## config.mk

```make
export PLATFORM = sky130hd
export DESIGN_NAME = banked_irq_ctrl
export DESIGN_NICKNAME = d
export VERILOG_FILES = /design/src/rtl/irqc_pkg.sv /design/src/rtl/irqc_sync.sv /design/src/rtl/irqc_bank.sv /design/src/rtl/irqc_prio.sv /design/src/rtl/banked_irq_ctrl.sv
export SDC_FILE = /design/constraint.sdc
export NUM_CORES = 1
export LEC_CHECK = 0
export BUFFER_PORTS_ARGS = -buffer_cell sky130_fd_sc_hd__buf_2
export CAP_MARGIN = 20
export CORE_ASPECT_RATIO = 1.4
export CORE_UTILIZATION = 35
export CTS_CLUSTER_SIZE = 40
export DETAILED_ROUTE_END_ITERATION = 8
export GPL_TIMING_DRIVEN = 0
export REMOVE_ABC_BUFFERS = 1
export SLEW_MARGIN = 20
export SYNTH_ARGS = -nofsm -noshare
export SYNTH_HDL_FRONTEND = slang
export SYNTH_SLANG_ARGS = --single-unit
```

## constraint.sdc

```tcl
create_clock -name clk_i -period 1.7 [get_ports clk_i]
set_input_delay 0.17 -clock clk_i [delete_from_list [all_inputs] [get_ports clk_i]]
set_output_delay 0.17 -clock clk_i [all_outputs]
set_load 0.05 [all_outputs]
```

## src/rtl/irqc_pkg.sv

```systemverilog
package irqc_pkg;
  localparam int BANK_W    = 32;
  localparam int NUM_BANKS = 2;
  localparam int SRC_N     = BANK_W * NUM_BANKS;
  localparam int ID_W      = $clog2(SRC_N);
  localparam int ADDR_W    = 6;

  typedef enum logic [1:0] {
    WSEL_EVENT  = 2'd0,
    WSEL_ENABLE = 2'd1,
    WSEL_ACK    = 2'd2,
    WSEL_LEVEL  = 2'd3
  } wsel_e;

  typedef struct packed {
    logic            valid;
    logic [ID_W-1:0] id;
  } vec_t;
endpackage

```

## src/rtl/irqc_sync.sv

```systemverilog
module irqc_sync #(
  parameter int W      = 64,
  parameter int STAGES = 2
) (
  input  logic         clk_i,
  input  logic         rst_i,
  input  logic [W-1:0] async_i,
  output logic [W-1:0] lvl_o,
  output logic [W-1:0] rise_o
);
  logic [W-1:0] chain_q [STAGES];
  logic [W-1:0] prev_q;

  always_ff @(posedge clk_i) begin
    if (rst_i) begin
      for (int s = 0; s < STAGES; s++) chain_q[s] <= '0;
      prev_q <= '0;
    end else begin
      chain_q[0] <= async_i;
      for (int s = 1; s < STAGES; s++) chain_q[s] <= chain_q[s-1];
      prev_q <= chain_q[STAGES-1];
    end
  end

  assign lvl_o  = chain_q[STAGES-1];
  assign rise_o = chain_q[STAGES-1] & ~prev_q;

  AST_RISE_AFTER_LOW: assert property (@(posedge clk_i) disable iff (rst_i)
    1'b1 |=> ((rise_o & $past(lvl_o)) == '0));
endmodule

```

## src/rtl/irqc_bank.sv

```systemverilog
module irqc_bank #(
  parameter int          W        = 32,
  parameter logic [31:0] LVL_MASK = 32'h3FF0_0000
) (
  input  logic         clk_i,
  input  logic         rst_i,
  input  logic [W-1:0] lvl_i,
  input  logic [W-1:0] rise_i,
  input  logic         en_we_i,
  input  logic         ack_we_i,
  input  logic [W-1:0] wdata_i,
  output logic [W-1:0] evt_o,
  output logic [W-1:0] en_o,
  output logic [W-1:0] pend_o
);
  localparam logic [W-1:0] LMASK = LVL_MASK[W-1:0];
  localparam logic [W-1:0] EMASK = ~LMASK;

  logic [W-1:0] evt_q, en_q, clr_mask, held, evt_d;

  assign clr_mask = ack_we_i ? wdata_i : '0;
  assign held     = evt_q & ~clr_mask;
  assign evt_d    = held | (rise_i & EMASK);

  always_ff @(posedge clk_i) begin
    if (rst_i) begin
      evt_q <= '0;
      en_q  <= '0;
    end else begin
      evt_q <= evt_d;
      if (en_we_i) en_q <= wdata_i;
    end
  end

  assign evt_o  = evt_q;
  assign en_o   = en_q;
  assign pend_o = (evt_q | (lvl_i & LMASK)) & en_q;

  AST_ENABLE_READBACK: assert property (@(posedge clk_i) disable iff (rst_i)
    en_we_i |=> (en_o == $past(wdata_i)));
  AST_ACK_CLEARS: assert property (@(posedge clk_i) disable iff (rst_i)
    ack_we_i |=> ((evt_q & $past(wdata_i & ~rise_i)) == '0));
  AST_EVENT_HOLDS: assert property (@(posedge clk_i) disable iff (rst_i)
    1'b1 |=> ((evt_q & $past(held)) == $past(held)));
  AST_NO_SPURIOUS_EVENT: assert property (@(posedge clk_i) disable iff (rst_i)
    1'b1 |=> ((evt_q & ~$past(evt_q) & ~$past(rise_i)) == '0));
endmodule

```

## src/rtl/irqc_prio.sv

```systemverilog
module irqc_prio #(
  parameter int N = 64
) (
  input  logic                 clk_i,
  input  logic                 rst_i,
  input  logic [N-1:0]         req_i,
  output logic                 valid_o,
  output logic [$clog2(N)-1:0] id_o
);
  localparam int IW = $clog2(N);

  always_comb begin
    valid_o = 1'b0;
    id_o    = '0;
    for (int i = 0; i < N; i++) begin
      if (req_i[i]) begin
        valid_o = 1'b1;
        id_o    = IW'(i);
      end
    end
  end

  AST_WINNER_IS_HIGHEST: assert property (@(posedge clk_i) disable iff (rst_i)
    valid_o |-> (((req_i >> id_o) >> 1) == '0));
  AST_WINNER_REQUESTS: assert property (@(posedge clk_i) disable iff (rst_i)
    valid_o |-> req_i[id_o]);
endmodule

```

## src/rtl/banked_irq_ctrl.sv

```systemverilog
module banked_irq_ctrl
  import irqc_pkg::*;
#(
  parameter int          SYNC_STAGES = 2,
  parameter logic [31:0] LVL_MASK_B0 = 32'h3FF0_0000,
  parameter logic [31:0] LVL_MASK_B1 = 32'h1FF0_0000
) (
  input  logic              clk_i,
  input  logic              rst_i,
  input  logic [SRC_N-1:0]  irq_lines_i,
  input  logic              wr_en_i,
  input  logic              rd_en_i,
  input  logic [ADDR_W-1:0] addr_i,
  input  logic [BANK_W-1:0] wdata_i,
  output logic [BANK_W-1:0] rdata_o,
  output logic              irq_o,
  output logic              vec_valid_o,
  output logic [ID_W-1:0]   vec_id_o
);
  localparam logic [SRC_N-1:0] LVL_MASKS = {LVL_MASK_B1[BANK_W-1:0], LVL_MASK_B0[BANK_W-1:0]};

  logic [SRC_N-1:0] lvl_sync, rise, evt_all, en_all, pend_all;
  logic [NUM_BANKS-1:0] bank_hit;
  logic aligned, vec_hit, win_valid;
  logic [ID_W-1:0] win_id;
  wsel_e wsel;
  vec_t vec_q;
  logic irq_q;
  logic [BANK_W-1:0] rdata_q, rd_mux;

  irqc_sync #(.W(SRC_N), .STAGES(SYNC_STAGES)) u_sync (
    .clk_i   (clk_i),
    .rst_i   (rst_i),
    .async_i (irq_lines_i),
    .lvl_o   (lvl_sync),
    .rise_o  (rise)
  );

  assign aligned = (addr_i[1:0] == 2'b00);
  assign vec_hit = aligned && (addr_i[ADDR_W-1:2] == '0);
  assign wsel    = wsel_e'(addr_i[3:2]);

  for (genvar b = 0; b < NUM_BANKS; b++) begin : g_bank
    assign bank_hit[b] = aligned && (addr_i[5:4] == 2'(NUM_BANKS - b));

    irqc_bank #(
      .W        (BANK_W),
      .LVL_MASK (LVL_MASKS[b*BANK_W +: BANK_W])
    ) u_bank (
      .clk_i    (clk_i),
      .rst_i    (rst_i),
      .lvl_i    (lvl_sync[b*BANK_W +: BANK_W]),
      .rise_i   (rise[b*BANK_W +: BANK_W]),
      .en_we_i  (wr_en_i && bank_hit[b] && (wsel == WSEL_ENABLE)),
      .ack_we_i (wr_en_i && bank_hit[b] && (wsel == WSEL_ACK)),
      .wdata_i  (wdata_i),
      .evt_o    (evt_all[b*BANK_W +: BANK_W]),
      .en_o     (en_all[b*BANK_W +: BANK_W]),
      .pend_o   (pend_all[b*BANK_W +: BANK_W])
    );
  end

  irqc_prio #(.N(SRC_N)) u_prio (
    .clk_i   (clk_i),
    .rst_i   (rst_i),
    .req_i   (pend_all),
    .valid_o (win_valid),
    .id_o    (win_id)
  );

  always_comb begin
    rd_mux = '0;
    if (vec_hit) rd_mux = BANK_W'(vec_q);
    for (int b = 0; b < NUM_BANKS; b++) begin
      if (bank_hit[b]) begin
        case (wsel)
          WSEL_EVENT:  rd_mux = evt_all[b*BANK_W +: BANK_W];
          WSEL_ENABLE: rd_mux = en_all[b*BANK_W +: BANK_W];
          WSEL_LEVEL:  rd_mux = lvl_sync[b*BANK_W +: BANK_W];
          default:     rd_mux = '0;
        endcase
      end
    end
  end

  always_ff @(posedge clk_i) begin
    if (rst_i) begin
      irq_q   <= 1'b0;
      vec_q   <= '0;
      rdata_q <= '0;
    end else begin
      irq_q       <= |pend_all;
      vec_q.valid <= win_valid;
      vec_q.id    <= win_id;
      if (rd_en_i) rdata_q <= rd_mux;
    end
  end

  assign irq_o       = irq_q;
  assign vec_valid_o = vec_q.valid;
  assign vec_id_o    = vec_q.id;
  assign rdata_o     = rdata_q;

  AST_VEC_TRACKS_IRQ: assert property (@(posedge clk_i) disable iff (rst_i)
    vec_valid_o |-> irq_o);
endmodule

```

======== Yosys cells after proc, flatten, opt, wreduce, memory -nomap -nowiden ========
Memories as Yosys holds them, arrays and structs flattened.
Cells that the tools add are included.
storage, ports and cells
  flip-flop bits (word level) ............. 232
  RAM bits ................................ 128
  input bits .............................. 106
  logic and storage cells ................. 181
  memories ................................ 1
operators by class
  equality and inequality tests ........... 5
  mux-type cells .......................... 139
  bitwise gates (word level) .............. 14
  reductions and logical operators ........ 13
memory list
  memory          depth  width  read ports  clocked after memory_dff  wr ports  line             source
  u_sync.chain_q  2      64     2           0                         2         irqc_sync.sv:11  logic [W-1:0] chain_q [STAGES];
operators by type and width
  kind                                            count
  two-way mux 6 bit                               32
  case mux 32 bit (3 select lines)                2
  AND 32 bit                                      4
  two-way mux 32 bit                              4
  two-way mux 64 bit                              2
  two-way mux 5 bit                               16
  two-way mux 1 bit                               68
  AND 64 bit                                      1
  NOT 32 bit                                      2
  NOT 64 bit                                      1
  OR 32 bit                                       2
  OR reduction 64 bit                             1
  two-way mux 4 bit                               8
  OR 32 x 29 -> 32 bit                            1
  OR 32 x 30 -> 32 bit                            1
  two-way mux 3 bit                               4
  logical AND 1 bit                               9
  two-way mux 7 bit                               1
  == test 2 bit (second input constant)           3
  == test 2 x 1 -> 1 bit (second input constant)  2
  logical NOT 2 bit                               2
  logical NOT 4 bit                               1
  two-way mux 2 bit                               2
  OR 1 bit                                        2

======== Depth between registers and ports, before layout ========
An unclocked memory read counts as a cell.
  depth in word-level cells ............... 67
  mapped depth ............................ 8

======== Cells and area by module ========
Synthesis repeated with hierarchy kept, for this count alone.
unflattened totals
  cells, all modules ...................... 1619
  area, all modules ....................... 15932.8 µm²
modules (own cells, without submodules)
  module                        times used  cells an instance  area each (µm²)  sequential area each (µm²)
  irqc_sync                     1           533                6029.5           3843.7
  banked_irq_ctrl               1           422                3595.9           800.8
  irqc_bank (g_bank[1].u_bank)  1           261                2746.4           1281.2
  irqc_bank (g_bank[0].u_bank)  1           260                2733.9           1281.2
  irqc_prio                     1           143                827.0            0.0

======== Worst setup path after synthesis ========
Ideal clock, no wire load.
  kind .................................... input to register
  start point ............................. in addr_i[1]
  end point ............................... reg g_bank[0].u_bank.en_q[2]
  setup time .............................. 0.132 ns
  arrival time ............................ 1.434 ns
  data required time ...................... 1.568 ns
  path slack .............................. 0.134 ns
  stages on the path ...................... 7
  path buffers ............................ 3
  path through ............................ or4b_1 > buf_4 > or2_1 > buf_6 > buf_6 > nand2_1 > a21oi_1
between the ends
  cells in the longest elaborated chain, start to end .. 4
ends and longest elaborated chain
  what                             line                   source
  start, declared                  banked_irq_ctrl.sv:13  input logic [ADDR_W-1:0] addr_i,
  logical NOT 2 bit                banked_irq_ctrl.sv:39  assign aligned = (addr_i[1:0] == 2'b00);
  logical AND 1 bit                banked_irq_ctrl.sv:44  assign bank_hit[b] = aligned && (addr_i[5:4] == 2'(NUM_BANKS - b));
  logical AND 1 bit (2 in series)  banked_irq_ctrl.sv:54  .en_we_i (wr_en_i && bank_hit[b] && (wsel == WSEL_ENABLE)),
  end signal, assigned             irqc_bank.sv:31        if (en_we_i) en_q <= wdata_i;
  end, declared                    irqc_bank.sv:19        logic [W-1:0] evt_q, en_q, clr_mask, held, evt_d;
Every way passes these cells.
A chain may end at the register's enable or synchronous reset.

======== Worst setup path in the final report ========
  start point ............................. reg g_bank[1].u_bank.evt_q[25]
  end point ............................... reg vec_q (netlist bit vec_id_o[0])
between the ends
  cells in the longest elaborated chain, start to end .. 9
ends and longest elaborated chain
  what                             line                   source
  start, declared                  irqc_bank.sv:19
  start signal, assigned           irqc_bank.sv:30        evt_q <= evt_d;
  OR 32 x 29 -> 32 bit             irqc_bank.sv:37        assign pend_o = (evt_q | (lvl_i & LMASK)) & en_q;
  AND 32 bit                       irqc_bank.sv:37
  two-way mux 6 bit (7 in series)  irqc_prio.sv:16        if (req_i[i]) begin
  end, declared                    banked_irq_ctrl.sv:27  vec_t vec_q;
Every way passes these cells.

==> metrics.md <==
| Metric | Value |
|---|---|
| Outcome | complete, but fails checks |
| Violated checks | design-rule violations |
| Antenna violations before repair | 3 |
| Die area | 0.0384 mm2 |
| Critical path peak fanout | 3 |
| Yosys top cell area share | 51.9% |
| Register area share after synthesis | 51.9% |
| Largest net degree at the start of global routing | 127 |
| DRC viols | 8 |
| DIE WIDTH | 166 um |
| Post-DR vias/cell | 5.13 |
| Leak Pwr | approximately 6.6 nW |
| Skew-Pair Late Insertion Delay | 520 ps |
| Final Max Slew Viols | 0 |
| Unique masters post-synth | 47 |
| Post-synthesis average cell area | 9.09 um2 |
| Vias | 11,000 |
| CTS root buffer | clkbuf_16 |
| Fraction of layout cells with a size suffix above 1 | 20.4% |
| Setup WS pre-CTS | -936 ps |
| DP Area | 0.0144 mm2 |
| Number of synthesized flops with an enable pin | 0 |
| YS warnings | 0 |
| Max clock buf depth | 3 |
| Endpoints failing hold | 0 |
| DP HPWL | around 24 mm |
| VDD IR max | 537 uV |
| Setup WS post-layout | 38.3 ps |
| Endpoints failing setup | 0 |
| GPL Wtd Cong | between 0.8 and 0.9 |
| FMAX | 602 MHz |
| Async SR Flop Fraction | 0% |
| Number of global-route vias before repair | 10,800 |
| GRT overflow | 0 |
| Reg-to-reg startpoint | g_bank[1].u_bank.evt_o[25] |
| Worst Setup SP | g_bank[1].u_bank.evt_o[25] |
| Period utilization | 97.7% |
| Level count of the clock H-tree | 2 |
| Worst Hold Launch | rst_i |
| Nets | between 1,500 and 2,000 |
| DR pass1 iterations | 8 |
| GRT Overall Usage | 19.5% |
| First-pass GRT wire length | 59.2 mm |
| Final instance area | 0.0169 mm2 |
| Crit start category | flip-flop |
| Area grow syn2layout | 28.6% |
| Max incr delay on CP | 440 ps |
| Clock skew | approximately 14 ps |
| Bufs and invs on worst path | 0 |
| Fillers | between 3,000 and 4,000 |
| Hold/Removal Path Class | primary input to flip-flop |
| Final wirelength | 38.5 mm |
| Slew HR | between 40% and 50% |
| CTS Sinks | 341 |
| Synth Register Bits | 341 |
| DIE HEIGHT | 231 um |
| Clk pin slew, worst setup/hold paths | 60 ps |
| Critical path cell sequence | o21a_1 > a21boi_1 > o22ai_1 > or3_4 > a31oi_2 > nor3_1 |
| Setup crit end kind | flip-flop |
| Worst hold margin | about 37 ps |
| Crit Path Class | flip-flop to flip-flop |
| Core outline area | 0.0369 mm2 |
| Post-synth top flop | dfxtp_1 |
| CTS Buf Count | 35 |
| Site Rows | 83 |
| Starting Density | around 36% |
| CP arrival | about 2100 ps |
| ANT nets after route | 0 |
| Slowest cell on the critical path | or3_4 |
| DR iter-0 viols | around 760 |
| CTS tree | built |
| Power Density | 1050 mW/mm2 |
| Ant. Diodes | 0 |
| CP delay by family, top | compound AO/OA/AOI/OAI gates |
| Required time worst endpoint | 2110 ps |
| Routed len/inst | 17.9 um |
| Number of cells produced by synthesis | 1,446 |
| Synth area leaders | dfxtp_1 (52%), nor2b_1 (11%), nand2_1 (5.9%) |
| IO Count | 146 |
| Synth area leader | dfxtp_1 |
| Min Tclk post-route | 1660 ps |
| RSZ-0062 raised after global routing | true |
| Slew @ Worst Pin | 856 ps |
| PortBufs | 145 |
| Number of max-cap violations | 0 |
| Mapped cell area | 0.0131 mm2 |
-- Yosys cell counts (all sizes together) (5+ instances only) --
cell / n
buf: 27
nand3: 12
a32oi: 5
nor2b: 221
a22o: 8
nand2: 207
o21ai: 51
nor2: 90
dfxtp: 341
a22oi: 75
o221ai: 25
o22ai: 8
nand2b: 24
mux2: 64
nor3: 7
a21oi: 149
nand4: 7
a31oi: 5
clkbuf: 67
and2: 5
a211oi: 11
-- state kept, by name, indices dropped and copies added, names as in the netlist --
register             cells
rdata_o                 32
u_sync.chain_q         128
vec_valid_o              1
vec_id_o                 6
g_bank.u_bank.evt_o     64
u_sync.prev_q           45
g_bank.u_bank.en_o      64
irq_o                    1
-- worst reg2reg max path, stage by stage (launching register included) --
cell,delay (ps)
dfxtp_1,330
o21a_1,250
a21boi_1,170
o22ai_1,110
or3_4,440
a31oi_2,190
nor3_1,70
-- worst paths after layout --
path | cells past startpoint | slack, ps | end
worst min-delay path | 2 | 40 | u_sync.chain_q[0][77]
worst min register to register | 1 | 430 | u_sync.chain_q[0][89]
worst max-delay path | 6 | 40 | vec_id_o[0]
worst max register to register | 6 | 40 | vec_id_o[0]
-- per-stage QoR --
step,cells,TNS [ps],utilization (%),total power [W]
2_1_floorplan,1352,-108490,-,0.00908
3_3_place_gp,1964,-1131150,38.1,0.00965
3_5_place_dp,1975,-102030,39.0,0.00969
4_1_cts,2142,0,45.5,0.0179
5_1_grt,2148,-170,45.9,0.0183
6_report,2148,0,45.9,0.0177
-- power by group --
part / leakage (nW) / internal, W / switching, W
registers: 2.79 / 0.00827 / 0.000160
clock network: 0.593 / 0.00482 / 0.00312
logic: 3.17 / 0.000591 / 0.000723
-- area by class of cell --
type	instances	area (um2)	area share [%]
clock inverter	12	160	0.947
sequential	341	6840	40.4
inverter	1	3.75	0.0222
multi-input combinational	1012	6140	36.3
tap	467	584	3.45
clock buffer	48	1030	6.07
timing repair buffer	267	2160	12.8
-- routing by layer --
| metal | GRT usage, % | wire length (um) |
|---|---|---|
| met2 | 34.9 | 19300 |
| met1 | 23.3 | 16100 |
| met3 | 2.83 | 1970 |
| met5 | 0 | 0 |
| met4 | 8.27 | 1160 |
-- cells by family (layout without fill, tap and decap cells) --
group	Yosys count	count (layout)	share of synthesized area, %
AND/OR/NAND/NOR	585	587	22.2
AO/OA/AOI/OAI	361	361	17.2
flip-flops	341	341	51.9
buffers and inverters	95	328	3.23
multiplexers	64	64	5.48
-- cell usage in the layout (no fill, tap or decap), drive strengths merged, types with 4 or more instances in the layout --
cell / count
dfxtp: 341
nor2b: 221
nand2: 207
buf: 171
a21oi: 149
dlygate4sd3: 96
nor2: 91
a22oi: 75
mux2: 64
o21ai: 51
clkbuf: 48
o221ai: 25
nand2b: 24
nand3: 12
a211oi: 11
o22ai: 8
clkinv: 8
a22o: 8
nand4: 7
nor3: 7
and2: 5
a31oi: 5
a32oi: 5
bufinv: 4
-- repair_timing --
action,in CTS,in global routing
gates cloned,1,1
gates resized for setup,46,22
buffers inserted,10,5
endpoints found under the setup margin,103,32
endpoints found under the hold margin,187,0
pin swaps,6,10
hold buffers,96,0
Power figures use the tool's default switching activity.
